==> config.mk <==
export PLATFORM = sky130hd
export DESIGN_NAME = serial_dbl_acc
export DESIGN_NICKNAME = d
export VERILOG_FILES = /design/src/rtl/sda_pkg.sv /design/src/rtl/sda_digit_ctr.sv /design/src/rtl/sda_hi_loop.sv /design/src/rtl/sda_lo_tank.sv /design/src/rtl/serial_dbl_acc.sv
export SDC_FILE = /design/constraint.sdc
export NUM_CORES = 1
export LEC_CHECK = 0
export CAP_MARGIN = 20
export CORE_MARGIN = 2
export CORE_UTILIZATION = 40
export CTS_CLUSTER_DIAMETER = 30
export DETAILED_ROUTE_END_ITERATION = 7
export DONT_BUFFER_PORTS = 1
export GPL_TIMING_DRIVEN = 0
export PLACE_DENSITY_LB_ADDON = 0.15
export SLEW_MARGIN = 40
export SYNTH_ARGS = -nofsm -noshare
export SYNTH_HDL_FRONTEND = slang
export SYNTH_SLANG_ARGS = --single-unit
==> constraint.sdc <==
create_clock -name clk -period 2.7 [get_ports clk]
set_clock_uncertainty 0.2 [all_clocks]
set_input_delay 0.81 -clock clk [delete_from_list [all_inputs] [get_ports clk]]
set_output_delay 0.81 -clock clk [all_outputs]
set_load 0.01 [all_outputs]
==> src/rtl/sda_pkg.sv <==
package sda_pkg;
  typedef enum logic [3:0] {
    OP_HOLD        = 4'd0,
    OP_ADD         = 4'd1,
    OP_SUB         = 4'd2,
    OP_CLR         = 4'd3,
    OP_SHL         = 4'd4,
    OP_SHR         = 4'd5,
    OP_STORE       = 4'd6,
    OP_STORE_SHORT = 4'd7,
    OP_STORE_LOW   = 4'd8
  } sda_op_e;

  // Which tap of the shifting section feeds the adder.
  typedef enum logic [1:0] {
    TAP_NORM = 2'd0,  // two digit-times: value unchanged
    TAP_UP   = 2'd1,  // one digit-time later: value doubled
    TAP_DOWN = 2'd2   // one digit-time earlier: value halved
  } tap_e;

  localparam int unsigned LOOP_STAGES = 4;  // shifting + adder digit-times
endpackage

==> src/rtl/sda_digit_ctr.sv <==
module sda_digit_ctr #(
  parameter int unsigned WORD_W = 36,
  localparam int unsigned DW = $clog2(WORD_W)
) (
  input  logic          clk,
  input  logic          rst_n,
  output logic [DW-1:0] digit,
  output logic          first,
  output logic          last
);
  assign first = (digit == '0);
  assign last  = (digit == DW'(WORD_W - 1));

  always_ff @(posedge clk) begin
    if (!rst_n)    digit <= '0;
    else if (last) digit <= '0;
    else           digit <= digit + 1'b1;
  end


  wrap_to_zero_chk: assert property (@(posedge clk) disable iff (!rst_n)
    last |=> first);

  count_step_chk: assert property (@(posedge clk) disable iff (!rst_n)
    !last |=> digit == $past(digit) + 1'b1);
endmodule

==> src/rtl/sda_hi_loop.sv <==
module sda_hi_loop
  import sda_pkg::*;
#(
  parameter int unsigned WORD_W = 36
) (
  input  logic clk,
  input  logic rst_n,
  input  logic first,
  input  logic last,
  input  tap_e tap,
  input  logic up_fill,    // digit entering position 0 on a left shift
  input  logic arith_en,
  input  logic sub,
  input  logic clear,
  input  logic opnd_bit,
  output logic cur_bit,    // present digit at the normal tap
  output logic sign
);
  localparam int unsigned TANK_LEN = WORD_W - LOOP_STAGES;

  logic [TANK_LEN-1:0] tank;
  logic sh0, sh1, sh2;   // shifting section (sh2 is the extra late tap)
  logic ad0, ad1;        // adder section
  logic carry, sign_q;
  logic a, b, cin, sum, cout;

  always_comb begin
    unique case (tap)
      TAP_UP:   a = first ? up_fill : sh2;
      TAP_DOWN: a = last  ? sh1     : sh0;
      default:  a = sh1;
    endcase
    b    = arith_en & (opnd_bit ^ sub);
    cin  = arith_en & (first ? sub : carry);
    sum  = ~clear & (a ^ b ^ cin);
    cout = (a & b) | (a & cin) | (b & cin);
  end

  always_ff @(posedge clk) begin
    if (!rst_n) begin
      tank   <= '0;
      sh0    <= 1'b0;
      sh1    <= 1'b0;
      sh2    <= 1'b0;
      ad0    <= 1'b0;
      ad1    <= 1'b0;
      carry  <= 1'b0;
      sign_q <= 1'b0;
    end else begin
      tank  <= {ad1, tank[TANK_LEN-1:1]};
      sh0   <= tank[0];
      sh1   <= sh0;
      sh2   <= sh1;
      ad0   <= sum;
      ad1   <= ad0;
      carry <= cout;
      if (last) sign_q <= sum;
    end
  end

  assign cur_bit = sh1;
  assign sign    = sign_q;


  pass_through_chk: assert property (@(posedge clk) disable iff (!rst_n)
    (!arith_en && !clear && tap == TAP_NORM) |=> ad0 == $past(sh1));

  clear_sign_chk: assert property (@(posedge clk) disable iff (!rst_n)
    (clear && last) |=> !sign);
endmodule

==> src/rtl/sda_lo_tank.sv <==
module sda_lo_tank
  import sda_pkg::*;
#(
  parameter int unsigned WORD_W = 36
) (
  input  logic clk,
  input  logic rst_n,
  input  logic first,
  input  logic last,
  input  tap_e tap,
  input  logic clear,
  input  logic down_fill,  // digit entering position 35 on a right shift
  output logic cur_bit,
  output logic prev_bit    // digit one position below the current one
);
  logic [WORD_W-1:0] q;
  logic prev_q, nxt;

  always_comb begin
    unique case (tap)
      TAP_UP:   nxt = first ? 1'b0 : prev_q;
      TAP_DOWN: nxt = last ? down_fill : q[1];
      default:  nxt = q[0];
    endcase
    if (clear) nxt = 1'b0;
  end

  always_ff @(posedge clk) begin
    if (!rst_n) begin
      q      <= '0;
      prev_q <= 1'b0;
    end else begin
      q      <= {nxt, q[WORD_W-1:1]};
      prev_q <= q[0];
    end
  end

  assign cur_bit  = q[0];
  assign prev_bit = prev_q;
endmodule

==> src/rtl/serial_dbl_acc.sv <==
module serial_dbl_acc
  import sda_pkg::*;
#(
  parameter int unsigned WORD_W      = 36,
  parameter int unsigned SHORT_DIGIT = 18
) (
  input  logic                       clk,
  input  logic                       rst_n,
  input  logic                       cmd_valid,
  output logic                       cmd_ready,
  input  logic [3:0]                 cmd_op,
  input  logic                       opnd_bit,
  output logic                       sign,
  output logic                       word_start,
  output logic [$clog2(WORD_W)-1:0]  digit,
  output logic                       out_valid,
  output logic                       out_bit
);
  localparam int unsigned DW = $clog2(WORD_W);

  logic first, last;
  sda_op_e op_q;
  tap_e tap;
  logic arith_en, sub, clear;
  logic hi_cur, lo_cur, lo_prev, hi_d0;
  logic st_hi, st_lo, inhibit;

  sda_digit_ctr #(.WORD_W(WORD_W)) u_ctr (
    .clk(clk), .rst_n(rst_n), .digit(digit), .first(first), .last(last)
  );

  assign cmd_ready  = last;
  assign word_start = first;

  always_ff @(posedge clk) begin
    if (!rst_n) begin
      op_q  <= OP_HOLD;
      hi_d0 <= 1'b0;
    end else begin
      if (last)
        op_q <= (cmd_valid && cmd_op <= 4'd8) ? sda_op_e'(cmd_op) : OP_HOLD;
      if (first) hi_d0 <= hi_cur;
    end
  end

  always_comb begin
    arith_en = (op_q == OP_ADD) || (op_q == OP_SUB);
    sub      = (op_q == OP_SUB);
    clear    = (op_q == OP_CLR);
    tap      = (op_q == OP_SHL) ? TAP_UP :
               (op_q == OP_SHR) ? TAP_DOWN : TAP_NORM;
  end

  sda_hi_loop #(.WORD_W(WORD_W)) u_hi (
    .clk(clk), .rst_n(rst_n), .first(first), .last(last), .tap(tap),
    .up_fill(lo_prev), .arith_en(arith_en), .sub(sub), .clear(clear),
    .opnd_bit(opnd_bit), .cur_bit(hi_cur), .sign(sign)
  );

  sda_lo_tank #(.WORD_W(WORD_W)) u_lo (
    .clk(clk), .rst_n(rst_n), .first(first), .last(last), .tap(tap),
    .clear(clear), .down_fill(hi_d0), .cur_bit(lo_cur), .prev_bit(lo_prev)
  );

  always_comb begin
    st_hi     = (op_q == OP_STORE) || (op_q == OP_STORE_SHORT);
    st_lo     = (op_q == OP_STORE_LOW);
    out_valid = st_hi || st_lo;
    inhibit   = first ||
                ((op_q == OP_STORE_SHORT) && digit == DW'(SHORT_DIGIT));
    out_bit   = out_valid && !inhibit && (st_lo ? lo_cur : hi_cur);
  end


  take_then_start_chk: assert property (@(posedge clk) disable iff (!rst_n)
    (cmd_valid && cmd_ready) |=> word_start);

  digit0_gate_chk: assert property (@(posedge clk) disable iff (!rst_n)
    (out_valid && word_start) |-> !out_bit);

  short_gate_chk: assert property (@(posedge clk) disable iff (!rst_n)
    (out_valid && op_q == OP_STORE_SHORT && digit == DW'(SHORT_DIGIT)) |-> !out_bit);

  stream_whole_word_chk: assert property (@(posedge clk) disable iff (!rst_n)
    $rose(out_valid) |-> word_start);
endmodule

After elaboration in Yosys (flattened, before gate mapping)
Index checks and enable logic that the tools add are counted.
- register bits after elaboration: 87
- bits of input ports: 8
- output and inout bits: 11
- logic and storage cells: 64
- add/sub/neg operators: 1
- order comparisons: 1
- equality and inequality tests: 12
- muxes and demuxes: 11
- bitwise operators: 13
- reductions and logical operators: 12
- operators by type and width (cell ; number):
    $eq 4x3->1 const B ; 4
    $eq 4x2->1 const B ; 2
    $add 6x1->6 const B ; 1
    $and 1x1->1 ; 6
    $eq 6x5->1 const B ; 1
    $eq 6x6->1 const B ; 1
    $logic_not 6->1 ; 1
    $mux 1 ; 6
    $eq 4x1->1 const B ; 1
    $eq 4x4->1 const B ; 1
    $le 4x4->1 const B ; 1
    $logic_and 1x1->1 ; 4
    $logic_or 1x1->1 ; 4
    $mux 2 ; 2
    $mux 4 ; 1
    $pmux 1 s2 ; 2
    $reduce_or 2->1 ; 2
    $xor 1x1->1 ; 3
    $eq 2x1->1 const B ; 1
    $eq 2x2->1 const B ; 1
    $not 1->1 ; 2
    $or 1x1->1 ; 2
    $logic_not 1->1 ; 1

Longest topological paths before layout
- depth after elaboration: 8
- depth in mapped cells: 10
- depth with buffers taken out: 9

Hierarchy
Synthesis repeated with hierarchy kept, for this count alone.
- cells, all modules: 252
- area total of the unflattened synthesis: 2879.0 µm²
- modules (own cells, without submodules) (module ; instances ; cells each ; area each (µm²)):
    sda_hi_loop ; 1 ; 99 ; 1204.9
    sda_lo_tank ; 1 ; 85 ; 1067.3
    serial_dbl_acc ; 1 ; 38 ; 326.6
    sda_digit_ctr ; 1 ; 30 ; 280.3

Least setup slack after synthesis
OpenSTA, ideal clock, no wires.
- path type: register to register
- start: reg u_ctr.digit[3]
- end: reg u_hi.sign_q, in the netlist u_hi.sign
- setup time: 117 ps
- data arrival time: 2321 ps
- data required time: 2383 ps
- path slack: 62 ps
- stages on the path, launching flop included: 10
- buffers on the path: 1
- clock period less this slack: 2638 ps
- cells stage by stage: dfxtp_1 -> or3_1 -> or3b_1 -> buf_6 -> mux2i_1 -> nor4_1 -> fa_1 -> nand2_1 -> a31oi_1 -> o22a_1
- cells in the longest elaborated chain, start to end: 6
- elaborated cells between the ends (all ways): 10
- those cells by class: eq/ne (1); mux (4); bitwise (4); reduce/logical (1)
- ends and longest elaborated chain (item ; RTL line ; source):
    start: declaration ; sda_digit_ctr.sv:7 ; output logic [DW-1:0] digit,
    start signal: assignment ; sda_digit_ctr.sv:17 ; else digit <= digit + 1'b1;
    $eq 6x6->1 or $logic_not 6->1 (tied branches) ; sda_digit_ctr.sv:12, sda_digit_ctr.sv:11 ;
    $mux 1, on equally long branches ; sda_hi_loop.sv:30, sda_hi_loop.sv:29 ;
    $pmux 1 s2 ; sda_hi_loop.sv:28 ; unique case (tap)
    $xor 1x1->1 (2 in a row) ; sda_hi_loop.sv:35 ; sum = ~clear & (a ^ b ^ cin);
    $and 1x1->1 ; sda_hi_loop.sv:35 ;
    end signal: assignment ; sda_hi_loop.sv:57 ; if (last) sign_q <= sum;
    end: declaration ; sda_hi_loop.sv:24 ; logic carry, sign_q;
Several ways; a longest one is shown, not always the timed one.
A chain may end at the register's enable or synchronous reset.

Final worst setup path
- start: reg u_ctr.digit[5]
- end: out out_bit
- cells in the longest elaborated chain, start to end: 6
- elaborated cells between the ends (all ways): 7
- those cells by class: eq/ne (1); reduce/logical (6)
- ends and longest elaborated chain (item ; RTL line ; source):
    $eq 6x5->1 ; serial_dbl_acc.sv:70 ; ((op_q == OP_STORE_SHORT) && digit == DW'(SHORT_DIGIT));
    $logic_and 1x1->1 ; serial_dbl_acc.sv:70 ;
    $logic_or 1x1->1 (*) ; serial_dbl_acc.sv:69 ; inhibit = first ||
    $logic_not 1->1 (*) ; serial_dbl_acc.sv:71 ; out_bit = out_valid && !inhibit && (st_lo ? lo_cur : hi_cur);
    $logic_and 1x1->1 (*) (2 in a row) ; serial_dbl_acc.sv:71 ;
    end: declaration ; serial_dbl_acc.sv:17 ; output logic out_bit
Mark *: on every way between the ends. The rest lies on a longest branch, timed or not.

==> run_results.csv <==
group,metric,value,unit
setup_path,cp.required,1.69,ns
drt,vias_per_cell,4.65,
cts,cts_sinks,87,
drt,route.detailed.drc,0,
global_route,antenna_found_initial,0,
floorplanning,row_count,30,
synthesis,yosysWarnings,0,
sta,period_share,99.3,%
cells_and_area,fin_util,46.5,%
cts,clkTransAtPathRegs,0.08,ns
sta,rsz0062_at_grt,"yes",
sta,max_freq,0.373,GHz
setup_path,cp_max_fo,5,
drt,first_pass_iters,4,
cells_and_area,synthToLayoutAreaGrowth,14.2,%
pwr,p_leak,1.26,nW
floorplanning,die_y,86.7,µm
cells_and_area,antennaDiodeCount,0,
cts,cts_tree,"done",
global_route,grt_use_total,12.4,%
cts,insertion_delay,0.34,ns
sta,setup_viol,0,
synthesis,synth.distinct_cells,34,
synthesis,synth-simple-area-share,24.4,%
setup_path,end_kind,"output port",
setup_path,crit_buf_inv,0,
synthesis,syn_inst,242,
hold_path,hold_class,"reg -> reg",
drt,drtAntennaViolNets,0,
drt,routed_wl,4070,µm
pwr,p_total,0.00230,W
placed_design,post-place-ws,-0.120,ns
global_route,grt_max_degree,16,
placed_design,dp_hpwl,2600,µm
synthesis,synth.area.mux_share,1.83,%
synthesis,syn-num-nets,254,
global_route,grt_pass1_wl,7070,µm
setup_path,start_kind,"register",
floorplanning,dieArea,7520,µm²
sta,fin_crit,2.68,ns
cts,clk_path_buf_depth,2,
placed_design,gp_congestion,0.725,
cts,h-tree-depth,3,
sta,fin_ws,0.0182,ns
setup_path,crit_chain,"or3_4, or3b_4, nand2_4, nor3_4",
sta,hold_viol,0,
sta,drv_slew,0,
setup_path,crit_family,"simple AND/OR/NAND/NOR gates",
drt,wire_per_inst,12.1,µm
drt,drtIter0Drc,25,
placed_design,portBuffers,0,
pwr,ir_drop,0.309,mV
cts,clockRootBuffer,"clkbuf_8",
cells_and_area,stdcell_area,3120,µm²
sta,whs,0.230,ns
setup_path,r2r_slack,0.06,ns
floorplanning,core_area,6720,µm²
synthesis,synth_top_family_by_area,"simple AND/OR/NAND/NOR gates",
cells_and_area,layout_common_cells,"82 x dfxtp_1, 76 x and2_1, 9 x nor2_1, 9 x clkbuf_8, 8 x clkbuf_1",
synthesis,syn-mean-instance-area,11.3,µm²
setup_path,arrival,1.67,ns
sta,worstMarginPinSlew,0.409,ns
synthesis,yosysSeqAreaShare,63.7,%
cts,cts_buffers,9,
synthesis,synthesis.area,2740,µm²
setup_path,crit_type,"reg -> out",
drt,num_vias,1566,
synthesis,synthAdderAreaFrac,2.10,%
sta,slew_headroom,72.7,%
placed_design,place_area,2840,µm²
cells_and_area,final_common_cell,"dfxtp_1",
floorplanning,initial_core_util,40.7,%
cells_and_area,drive_gt1_share,13.2,%
synthesis,ys_ff_latch,87,
floorplanning,die_x,86.7,µm
synthesis,synth-compound-area-share,4.16,%
global_route,grt_overflow_total,0,
floorplanning,io_pins,19,
cells_and_area,nets,264,
setup_path,max_stage_delay,0.44,ns
setup_path,cp_slowest_cell,"or3b_4",
cells_and_area,nFillCells,631,
pwr,power_density,737,nW/µm²
status,status,"finished clean",
synthesis,synth_xor_xnor_area_share,1.28,%
global_route,grt_pass1_vias,1525,
flow_run,cap_violations,0,
## metrics by stage
step / instances / setup TNS, ns
after floorplan: 242 / 0
after global placement: 322 / -0.101
after detailed placement: 322 / -0.120
after CTS: 338 / -0.0979
after global routing: 337 / -0.158
final: 337 / 0
## routing by layer
layer	vias up	share of wire (%)	global-route usage (%)
li1	795	-	-
met1	729	51	15.9
met2	33	42	17.9
met3	9	4.6	4.00
met4	0	2.7	7.67
met5	-	0	0
## path summary, 6_finish.rpt
check	from	end	cells after the start
setup / recovery	u_ctr.digit[5]$_SDFF_PP0_	out_bit	4
hold / removal	u_lo.q[18]$_SDFF_PN0_	u_lo.q[17]$_SDFF_PN0_	1
setup reg to reg	u_ctr.digit[5]$_SDFF_PP0_	u_hi.sign$_SDFFE_PN0P_	8
hold reg to reg	u_lo.q[18]$_SDFF_PN0_	u_lo.q[17]$_SDFF_PN0_	1
## sequential cells by signal (all words and copies together) (netlist names)
signal / cells
u_lo.q: 36
u_hi.ad0: 1
u_hi.sign: 1
u_hi.ad1: 1
u_ctr.digit: 6
u_hi.carry: 1
u_hi.cur_bit: 1
u_hi.sh0: 1
hi_d0: 1
u_hi.sh2: 1
u_hi.tank: 32
op_q: 4
u_lo.prev_bit: 1
## cell usage after synthesis (all sizes together)
| master | n | area, µm² |
|---|---|---|
| and2 | 76 | 475 |
| o22a | 1 | 8.76 |
| a311oi | 1 | 8.76 |
| nor4b | 2 | 17.5 |
| nand2b | 3 | 18.8 |
| fa | 1 | 20.0 |
| nand3b | 1 | 7.51 |
| inv | 4 | 15.0 |
| nor2b | 4 | 25.0 |
| and4 | 1 | 8.76 |
| nor2 | 9 | 33.8 |
| a21o | 1 | 7.51 |
| or3b | 2 | 17.5 |
| nor4 | 1 | 6.26 |
| or3 | 1 | 6.26 |
| nand4 | 1 | 6.26 |
| nand3 | 3 | 15.0 |
| a22o | 4 | 35.0 |
| xor2 | 1 | 8.76 |
| dfxtp | 87 | 1740 |
| clkbuf | 10 | 37.5 |
| o31ai | 1 | 7.51 |
| ha | 3 | 37.5 |
| o32ai | 1 | 8.76 |
| mux2i | 5 | 50.1 |
| xnor2 | 3 | 26.3 |
| o21ai | 1 | 5.00 |
| buf | 2 | 16.3 |
| nand2 | 4 | 15.0 |
| nor3 | 3 | 15.0 |
| a31oi | 4 | 25.0 |
| a21boi | 1 | 7.51 |
## logic make-up after synthesis
| kind of cell | after synthesis |
|---|---|
| simple gates | 111 |
| flops | 87 |
| buf+inv | 16 |
| compound gates | 15 |
| mux | 5 |
| xor+xnor | 4 |
| fa+ha+maj | 4 |
## where the power goes
part | internal (W) | total (W) | leakage [nW] | switching, W
clock network | 0.000524 | 0.000962 | 0.110 | 0.000438
registers | 0.00128 | 0.00129 | 0.704 | 0.00000818
logic | 0.0000204 | 0.0000493 | 0.445 | 0.0000289
## layout make-up
class                   count  area, µm²  share of cell area, %
plain buffers              10       40.0                   1.28
clock buffers               9        124                   3.97
clock inverters             7       95.1                   3.04
inverters                   4       15.0                  0.481
multi-input cells         139        988                   31.7
flip-flops and latches     87       1750                   56.1
well taps                  80        100                   3.21
repair buffers              1       7.51                  0.240
## worst reg2reg max path: stages, from the launching register on
cell	delay (ns)
dfxtp_4	0.38
or3_4	0.39
or3b_4	0.44
mux2i_2	0.21
a31oi_2	0.13
fa_1	0.51
nand2_1	0.06
a31oi_2	0.15
o22a_1	0.14
## repair_timing
action / 4_1_cts / 5_1_grt
hold buffers: 0 / 0
setup buffers: 1 / 0
gates resized for setup: 12 / 9
pin swaps: 5 / 2
setup endpoints to repair: 3 / 4
Note: power is estimated with default switching activity, not from simulation.
